--- config.mk ---
export PLATFORM = sky130hd
export DESIGN_NAME = hm12_decoder
export DESIGN_NICKNAME = d
export VERILOG_FILES = /design/src/rtl/hm12_pkg.sv /design/src/rtl/hm_syndrome.sv /design/src/rtl/hm_corrector.sv /design/src/rtl/hm12_decoder.sv
export SDC_FILE = /design/constraint.sdc
export NUM_CORES = 1
export LEC_CHECK = 0
export ABC_AREA = 1
export CELL_PAD_IN_SITES_DETAIL_PLACEMENT = 1
export CELL_PAD_IN_SITES_GLOBAL_PLACEMENT = 2
export CORE_ASPECT_RATIO = 1.25
export CORE_MARGIN = 3
export CORE_UTILIZATION = 27
export DETAILED_ROUTE_END_ITERATION = 12
export HOLD_SLACK_MARGIN = 0.06
export PLACE_DENSITY = 0.92
export SYNTH_ARGS = -nofsm -noshare
export SYNTH_HDL_FRONTEND = slang
export SYNTH_HIERARCHICAL = 1
export SYNTH_SLANG_ARGS = --single-unit
--- constraint.sdc ---
create_clock -name clk -period 3.5 [get_ports clk]
set_clock_uncertainty 0.1 [all_clocks]
set_input_delay 1.05 -clock clk [delete_from_list [all_inputs] [get_ports clk]]
set_output_delay 1.05 -clock clk [all_outputs]
set_load 0.01 [all_outputs]
--- src/rtl/hm12_pkg.sv ---
package hm12_pkg;

    typedef enum logic {
        ST_IDLE = 1'b0,
        ST_EMIT = 1'b1
    } hm_state_e;

    typedef enum logic [1:0] {
        CLS_NONE   = 2'd0,
        CLS_CLEAN  = 2'd1,
        CLS_FIXED  = 2'd2,
        CLS_UNCORR = 2'd3
    } hm_class_e;

    // Position (1-based) of the k-th data bit: k-th index that is not a power of two.
    function automatic int hm_data_pos(input int k, input int code_w);
        int cnt;
        int res;
        cnt = 0;
        res = 0;
        for (int p = 1; p <= code_w; p++) begin
            if ((p & (p - 1)) != 0) begin
                if (cnt == k) res = p;
                cnt++;
            end
        end
        return res;
    endfunction

    // Bit p-1 is set when position p takes part in check i.
    function automatic logic [31:0] hm_check_mask(input int i, input int code_w);
        logic [31:0] m;
        m = '0;
        for (int p = 1; p <= code_w; p++) begin
            if (((p >> i) & 1) == 1) m[p-1] = 1'b1;
        end
        return m;
    endfunction

endpackage

--- src/rtl/hm_syndrome.sv ---
module hm_syndrome
    import hm12_pkg::*;
#(
    parameter int CODE_W = 12,
    parameter int PAR_W  = 4
) (
    input  logic [CODE_W-1:0] code,
    output logic [PAR_W-1:0]  syn
);

    for (genvar gi = 0; gi < PAR_W; gi++) begin : g_check
        localparam logic [31:0] MASK = hm_check_mask(gi, CODE_W);
        assign syn[gi] = ^(32'(code) & MASK);
    end

endmodule

--- src/rtl/hm_corrector.sv ---
module hm_corrector
    import hm12_pkg::*;
#(
    parameter int DATA_W = 8,
    parameter int PAR_W  = 4,
    localparam int CODE_W = DATA_W + PAR_W
) (
    input  logic [CODE_W-1:0] code_in,
    input  logic [PAR_W-1:0]  syn,
    output logic [CODE_W-1:0] code_out,
    output logic [DATA_W-1:0] data_out,
    output hm_class_e         cls
);

    localparam logic [PAR_W-1:0] LAST_POS = PAR_W'(CODE_W);

    logic [CODE_W-1:0] flip;
    logic              out_of_range;

    for (genvar gp = 1; gp <= CODE_W; gp++) begin : g_flip
        assign flip[gp-1] = (syn == PAR_W'(gp));
    end

    assign out_of_range = (syn > LAST_POS);

    always_comb begin
        if (syn == '0) begin
            cls      = CLS_CLEAN;
            code_out = code_in;
        end else if (out_of_range) begin
            cls      = CLS_UNCORR;
            code_out = code_in;
        end else begin
            cls      = CLS_FIXED;
            code_out = code_in ^ flip;
        end
    end

    for (genvar gk = 0; gk < DATA_W; gk++) begin : g_extract
        localparam int POS = hm_data_pos(gk, CODE_W);
        assign data_out[gk] = code_out[POS-1];
    end

endmodule

--- src/rtl/hm12_decoder.sv ---
module hm12_decoder
    import hm12_pkg::*;
#(
    parameter int DATA_W = 8,
    parameter int PAR_W  = 4,
    localparam int CODE_W = DATA_W + PAR_W
) (
    input  logic              clk,
    input  logic              rst_n,
    input  logic              in_valid,
    input  logic [CODE_W-1:0] in_code,
    output logic              out_valid,
    output logic [CODE_W-1:0] out_code,
    output logic [DATA_W-1:0] out_data,
    output logic [PAR_W-1:0]  out_syndrome,
    output logic              out_clean,
    output logic              out_fixed,
    output logic              out_uncorr
);

    hm_state_e         state_q, state_nx;
    hm_class_e         cls_c, cls_q;
    logic [PAR_W-1:0]  syn_c;
    logic [CODE_W-1:0] code_c;
    logic [DATA_W-1:0] data_c;

    hm_syndrome #(.CODE_W(CODE_W), .PAR_W(PAR_W)) i_syndrome (
        .code (in_code),
        .syn  (syn_c)
    );

    hm_corrector #(.DATA_W(DATA_W), .PAR_W(PAR_W)) i_corrector (
        .code_in  (in_code),
        .syn      (syn_c),
        .code_out (code_c),
        .data_out (data_c),
        .cls      (cls_c)
    );

    // State register
    always_ff @(posedge clk) begin
        if (!rst_n) state_q <= ST_IDLE;
        else        state_q <= state_nx;
    end

    always_comb begin
        unique case (state_q)
            ST_IDLE: state_nx = in_valid ? ST_EMIT : ST_IDLE;
            ST_EMIT: state_nx = in_valid ? ST_EMIT : ST_IDLE;
            default: state_nx = ST_IDLE;
        endcase
    end

    // Output registers
    always_ff @(posedge clk) begin
        if (!rst_n) begin
            out_code     <= '0;
            out_data     <= '0;
            out_syndrome <= '0;
            cls_q        <= CLS_NONE;
        end else if (in_valid) begin
            out_code     <= code_c;
            out_data     <= data_c;
            out_syndrome <= syn_c;
            cls_q        <= cls_c;
        end
    end

    assign out_valid  = (state_q == ST_EMIT);
    assign out_clean  = (cls_q == CLS_CLEAN);
    assign out_fixed  = (cls_q == CLS_FIXED);
    assign out_uncorr = (cls_q == CLS_UNCORR);

endmodule

# Word-level counts from Yosys, hierarchy flattened

Cells that the tools add are included.

Register bits: 27
Latch bits: 0
Bits in writable memories: 0
ROM bits: 0
Input bits: 15
Memories: 0

Add/sub/neg operators: 0
Multiply operators: 0
Div/mod/pow operators: 0
Magnitude comparators: 1
Eq/ne operators: 15
Shift operators: 0
Mux-type cells: 5
Bitwise logic cells: 1
Reduce and logical (&&, ||, !) cells: 5

Operators by type and width:

| cell                                           | count |
|---|---|
| XOR reduction 32 bit                           | 4 |
| 2-to-1 mux 12 bit                              | 2 |
| == test 4 bit (second input constant)          | 5 |
| == test 4 x 3 -> 1 bit (second input constant) | 4 |
| bitwise XOR 12 bit                             | 1 |
| == test 4 x 2 -> 1 bit (second input constant) | 2 |
| == test 2 bit (second input constant)          | 2 |
| == test 4 x 1 -> 1 bit (second input constant) | 1 |
| > comparator 4 bit (second input constant)     | 1 |
| zero test 4 bit                                | 1 |
| == test 2 x 1 -> 1 bit (second input constant) | 1 |
| 2-to-1 mux 1 bit                               | 2 |
| 2-to-1 mux 2 bit                               | 1 |

# Longest topological paths before layout

Word-level depth: 5
Depth in mapped cells: 17
Gate-level depth less buffers: 16

# Cells and area by module

The synthesis kept the hierarchy.

Modules (own cells, without submodules):

| module       | instances | cells an instance | area each (um2) | sequential area each (um2) |
|---|---|---|---|---|
| hm12_decoder | 1         | 174               | 1159.9          | 540.5 |
| hm_corrector | 1         | 76                | 369.1           | 0.0 |
| hm_syndrome  | 1         | 65                | 276.5           | 0.0 |

# Worst setup path before layout

Ideal clock, no wire load.

Kind: input -> register
From: input port in_code[3]
To: register out_data[0]
Setup time: 113 ps
Data arrival time: 2246 ps
Slack: 1041 ps
Cell stages on the path: 15
Buffers on the path: 1
Path through: nand2_1 inv_2 o21ai_1 nand2_1 nand2_1 nand2_1 nor2_1 nand2_1 nand2_1 nand2_1 buf_4 inv_1 nand2_1 nand2_1 nor2_1

Longest elaborated chain between the ends: 5
Elaborated cells between the ends (all ways): 7
Classes of those cells: order compare: 1; eq/ne: 1; mux: 2; bitwise: 1; reduce/logical: 2

Ends and longest elaborated chain:

| item                                                                       | RTL line           | text |
|---|---|---|
| from (decl)                                                                | hm12_decoder.sv:11 | `input logic [CODE_W-1:0] in_code,` |
| XOR reduction 32 bit *                                                     | hm_syndrome.sv:13  | `assign syn[gi] = ^(32'(code) & MASK);` |
| via syn_c[2]                                                               | hm12_decoder.sv:23 | `logic [PAR_W-1:0] syn_c;` |
| parallel branches: the longest is 3 deep, another holds > comparator 4 bit | -                  |  |
| 2-to-1 mux 12 bit *                                                        | hm_corrector.sv:27 | `if (syn == '0) begin` |
| via code_c[2]                                                              | hm12_decoder.sv:24 | `logic [CODE_W-1:0] code_c;` |
| to (signal assigned)                                                       | hm12_decoder.sv:63 | `out_data <= data_c;` |
| to (decl)                                                                  | hm12_decoder.sv:14 | `output logic [DATA_W-1:0] out_data,` |

Mark *: on every way through the listed nets, which the timed path passes.
A chain may end at the register's enable or synchronous reset.

# Worst setup path after layout

From: input port in_code[4]
To: register out_code[2]

Longest elaborated chain between the ends: 5
Elaborated cells between the ends (all ways): 8
Classes of those cells: order compare: 1; eq/ne: 1; mux: 2; bitwise: 1; reduce/logical: 3

Ends and longest elaborated chain:

| item                                                                       | RTL line           | text |
|---|---|---|
| XOR reduction 32 bit *                                                     | hm_syndrome.sv:13  |  |
| via syn_c[2]                                                               | hm12_decoder.sv:23 |  |
| parallel branches: the longest is 3 deep, another holds > comparator 4 bit | -                  |  |
| 2-to-1 mux 12 bit *                                                        | hm_corrector.sv:27 |  |
| via code_c[2]                                                              | hm12_decoder.sv:24 |  |
| to (signal assigned)                                                       | hm12_decoder.sv:62 | `out_code <= code_c;` |
| to (decl)                                                                  | hm12_decoder.sv:13 | `output logic [CODE_W-1:0] out_code,` |

Marked as above.

==> results.json <==
{
  "grt_usage": 0.115,
  "final_nets": 361,
  "rsz0062_at_grt": "no",
  "peakVddDrop_v": 0.000134,
  "relSlewSlack": 0.425,
  "layout_commonest_cell": "nand2_1",
  "critPathBufInv": 2,
  "cpLargestDelayFamily": "simple AND/OR/NAND/NOR gates",
  "cp-start-kind": "input pin",
  "numClockSinks": 27,
  "core_um2": 6330,
  "setup_viol": 0,
  "hold_viol": 0,
  "diodes": 0,
  "cts_hold_buf": 0,
  "drc": 0,
  "powerDensity_nw_per_um2": 351,
  "path_cells": "clkdlybuf4s50_1 -> nor2_1 -> o21ai_1 -> nand2_1 -> nand2_1 -> nand2_1 -> nor2_1 -> nand2_1 -> nand2_1 -> nand2_1 -> inv_1 -> nand2_1 -> nand2_1 -> nor2_1",
  "worstSetupPathType": "in -> reg",
  "ant_nets": 0,
  "vias": 1803,
  "nFillCells": 897,
  "die_h_um": 97.4,
  "crit_arrival_ns": 3.10,
  "yosysUniqueCellTypes": 16,
  "clkPwrFrac": 0.221,
  "outcome": "finished, final reports clean",
  "synth_cells": 315,
  "preCtsSetupSlack_ns": 0.123,
  "cap_violations": 0,
  "place_hpwl_um": 3360,
  "path_clk_slew_ns": 0.09,
  "combPwrFrac": 0.336,
  "hp-class": "reg -> reg",
  "p_switching_w": 0.000255,
  "first_pass_iters": 3,
  "p_int_w": 0.000525,
  "worst_pin_slew_ns": 0.863,
  "slowest_delay_ns": 0.62,
  "p_leak_nw": 1.21,
  "antenna_found_initial": 0,
  "synth_fp_nets": 330,
  "critPathRequiredTime_ns": 3.57,
  "die_x_um": 79.1,
  "grt_pass1_vias": 1755,
  "drt_iter0_markers": 76,
  "grt_pass1_wl_um": 7450,
  "globalRouteOverflowTotal": 0,
  "wire_per_inst_um": 9.61,
  "stdcell_count": 430,
  "worstPathMaxFanout": 7,
  "finalMaxSlewViolations": 0,
  "crit_top_cell": "nand2_1",
  "port_buffers": 42,
  "p_seq_frac": 0.443,
  "clk_path_buf_depth": 2,
  "drive_above_1_share": 0.0348,
  "setup_slack_ns": 0.466,
  "cp-end-kind": "register",
  "synth_seq_cells": 27,
  "cts_setup_buffers": 0,
  "place_area_um2": 2170,
  "syn_to_final_growth_pct": 22.9,
  "die_area_um2": 7710,
  "routed_wl_um": 4130,
  "ioPinCount": 43,
  "syn_area_per_cell_um2": 5.73,
  "cts_max_level": 1,
  "grt_max_degree": 54,
  "cts-buffers-inserted": 3,
  "design_area_um2": 2220,
  "dp.cells": 426,
  "layout_common_cells": "nand2_1, nor2_1, inv_1, clkdlybuf4s50_1, dfxtp_1",
  "fin_tns_setup_ns": 0,
  "slowest_stage": "clkdlybuf4s50_1",
  "fmax_ghz": 0.330,
  "gp_congestion": 0.739,
  "yosys_warnings": 6,
  "netlist_area_um2": 1810,
  "finalCritPeriodShare": 0.867,
  "cts.repair.resized": 0,
  "row_count": 32,
  "clk-insertion-delay-late_ns": 0.26,
  "fin_crit_ns": 3.03,
  "ys_seq_area_frac": 0.299,
  "initial_core_util": 0.285,
  "via_per_inst": 4.19,
  "swShare": 0.327,
  "cts_tree": "yes",
  "cts_root_buf": "clkbuf_8"
}
==> layout make-up <==
class | instances | area [um^2] | share of cell area
multi-input combinational | 219 | 908 | 0.409
sequential | 27 | 541 | 0.244
timing repair buffer | 43 | 423 | 0.191
inverter | 52 | 195 | 0.0880
tap | 85 | 106 | 0.0479
clock buffer | 4 | 45.0 | 0.0203
==> through the flow <==
stage / total power, W / hold slack, ns / util
4_1_cts: 0.000798 / 0.380 / 0.351
3_5_place_dp: 0.000621 / 0.367 / 0.344
3_3_place_gp: 0.000615 / 0.359 / 0.344
2_1_floorplan: 0.000534 / 0.375 / -
6_report: 0.000780 / 0.373 / 0.351
5_1_grt: 0.000843 / 0.405 / 0.351
==> state kept, by name, indices dropped and copies added, names as in the netlist <==
name,cells
out_valid,1
out_code,12
out_syndrome,4
out_data,8
cls_q,2
==> cell families after synthesis <==
logic type / share of synthesized area
AOI/OAI and AO/OA: 0.00831
and+or+nand+nor: 0.475
DFF: 0.299
xor gates and xnor gates: 0.0194
buffers and inverters: 0.198
==> Yosys cell counts, drive strengths merged <==
library cell  instances  share of area
buf                  17          0.089
dfxtp                27           0.30
inv                  52           0.11
nand2               130           0.27
nand3                 6          0.017
nand3b               10          0.042
nor2                 66           0.15
o21ai                 3         0.0083
xnor2                 3          0.015
xor2                  1         0.0049
==> power groups by stage <==
stage	sequential, W	clock (W)	combinational, W
2_1_floorplan	0.000363	0	0.000172
3_3_place_gp	0.000353	0	0.000262
3_5_place_dp	0.000354	0	0.000268
4_1_cts	0.000346	0.000183	0.000269
5_1_grt	0.000349	0.000189	0.000305
6_report	0.000345	0.000173	0.000262
==> final timing paths <==
| path | from | end | slack [ns] | cells past startpoint |
|---|---|---|---|---|
| worst max-delay path | in_code[4] | out_code[2]$_SDFFE_PN0P_ | 0.47 | 14 |
| worst min register to register | out_code[8]$_SDFFE_PN0P_ | out_code[8]$_SDFFE_PN0P_ | 0.37 | 2 |
| worst min-delay path | out_code[8]$_SDFFE_PN0P_ | out_code[8]$_SDFFE_PN0P_ | 0.37 | 2 |
| worst max register to register | out_code[4]$_SDFFE_PN0P_ | out_code[4]$_SDFFE_PN0P_ | 2.79 | 2 |
==> per-layer routing <==
metal	GRT usage	wire length [um]	vias to the layer above
li1	-	-	957
met1	0.138	1910	811
met2	0.205	2020	30
met3	0.0121	138	5
met4	0.0437	67	0
met5	0	0	-
==> worst reg2reg max path: stages, from the launching register on <==
cell	delay (ns)
dfxtp_1	0.37
nor2_1	0.05
nor2_1	0.13
Note: power is estimated with default switching activity, not from simulation.
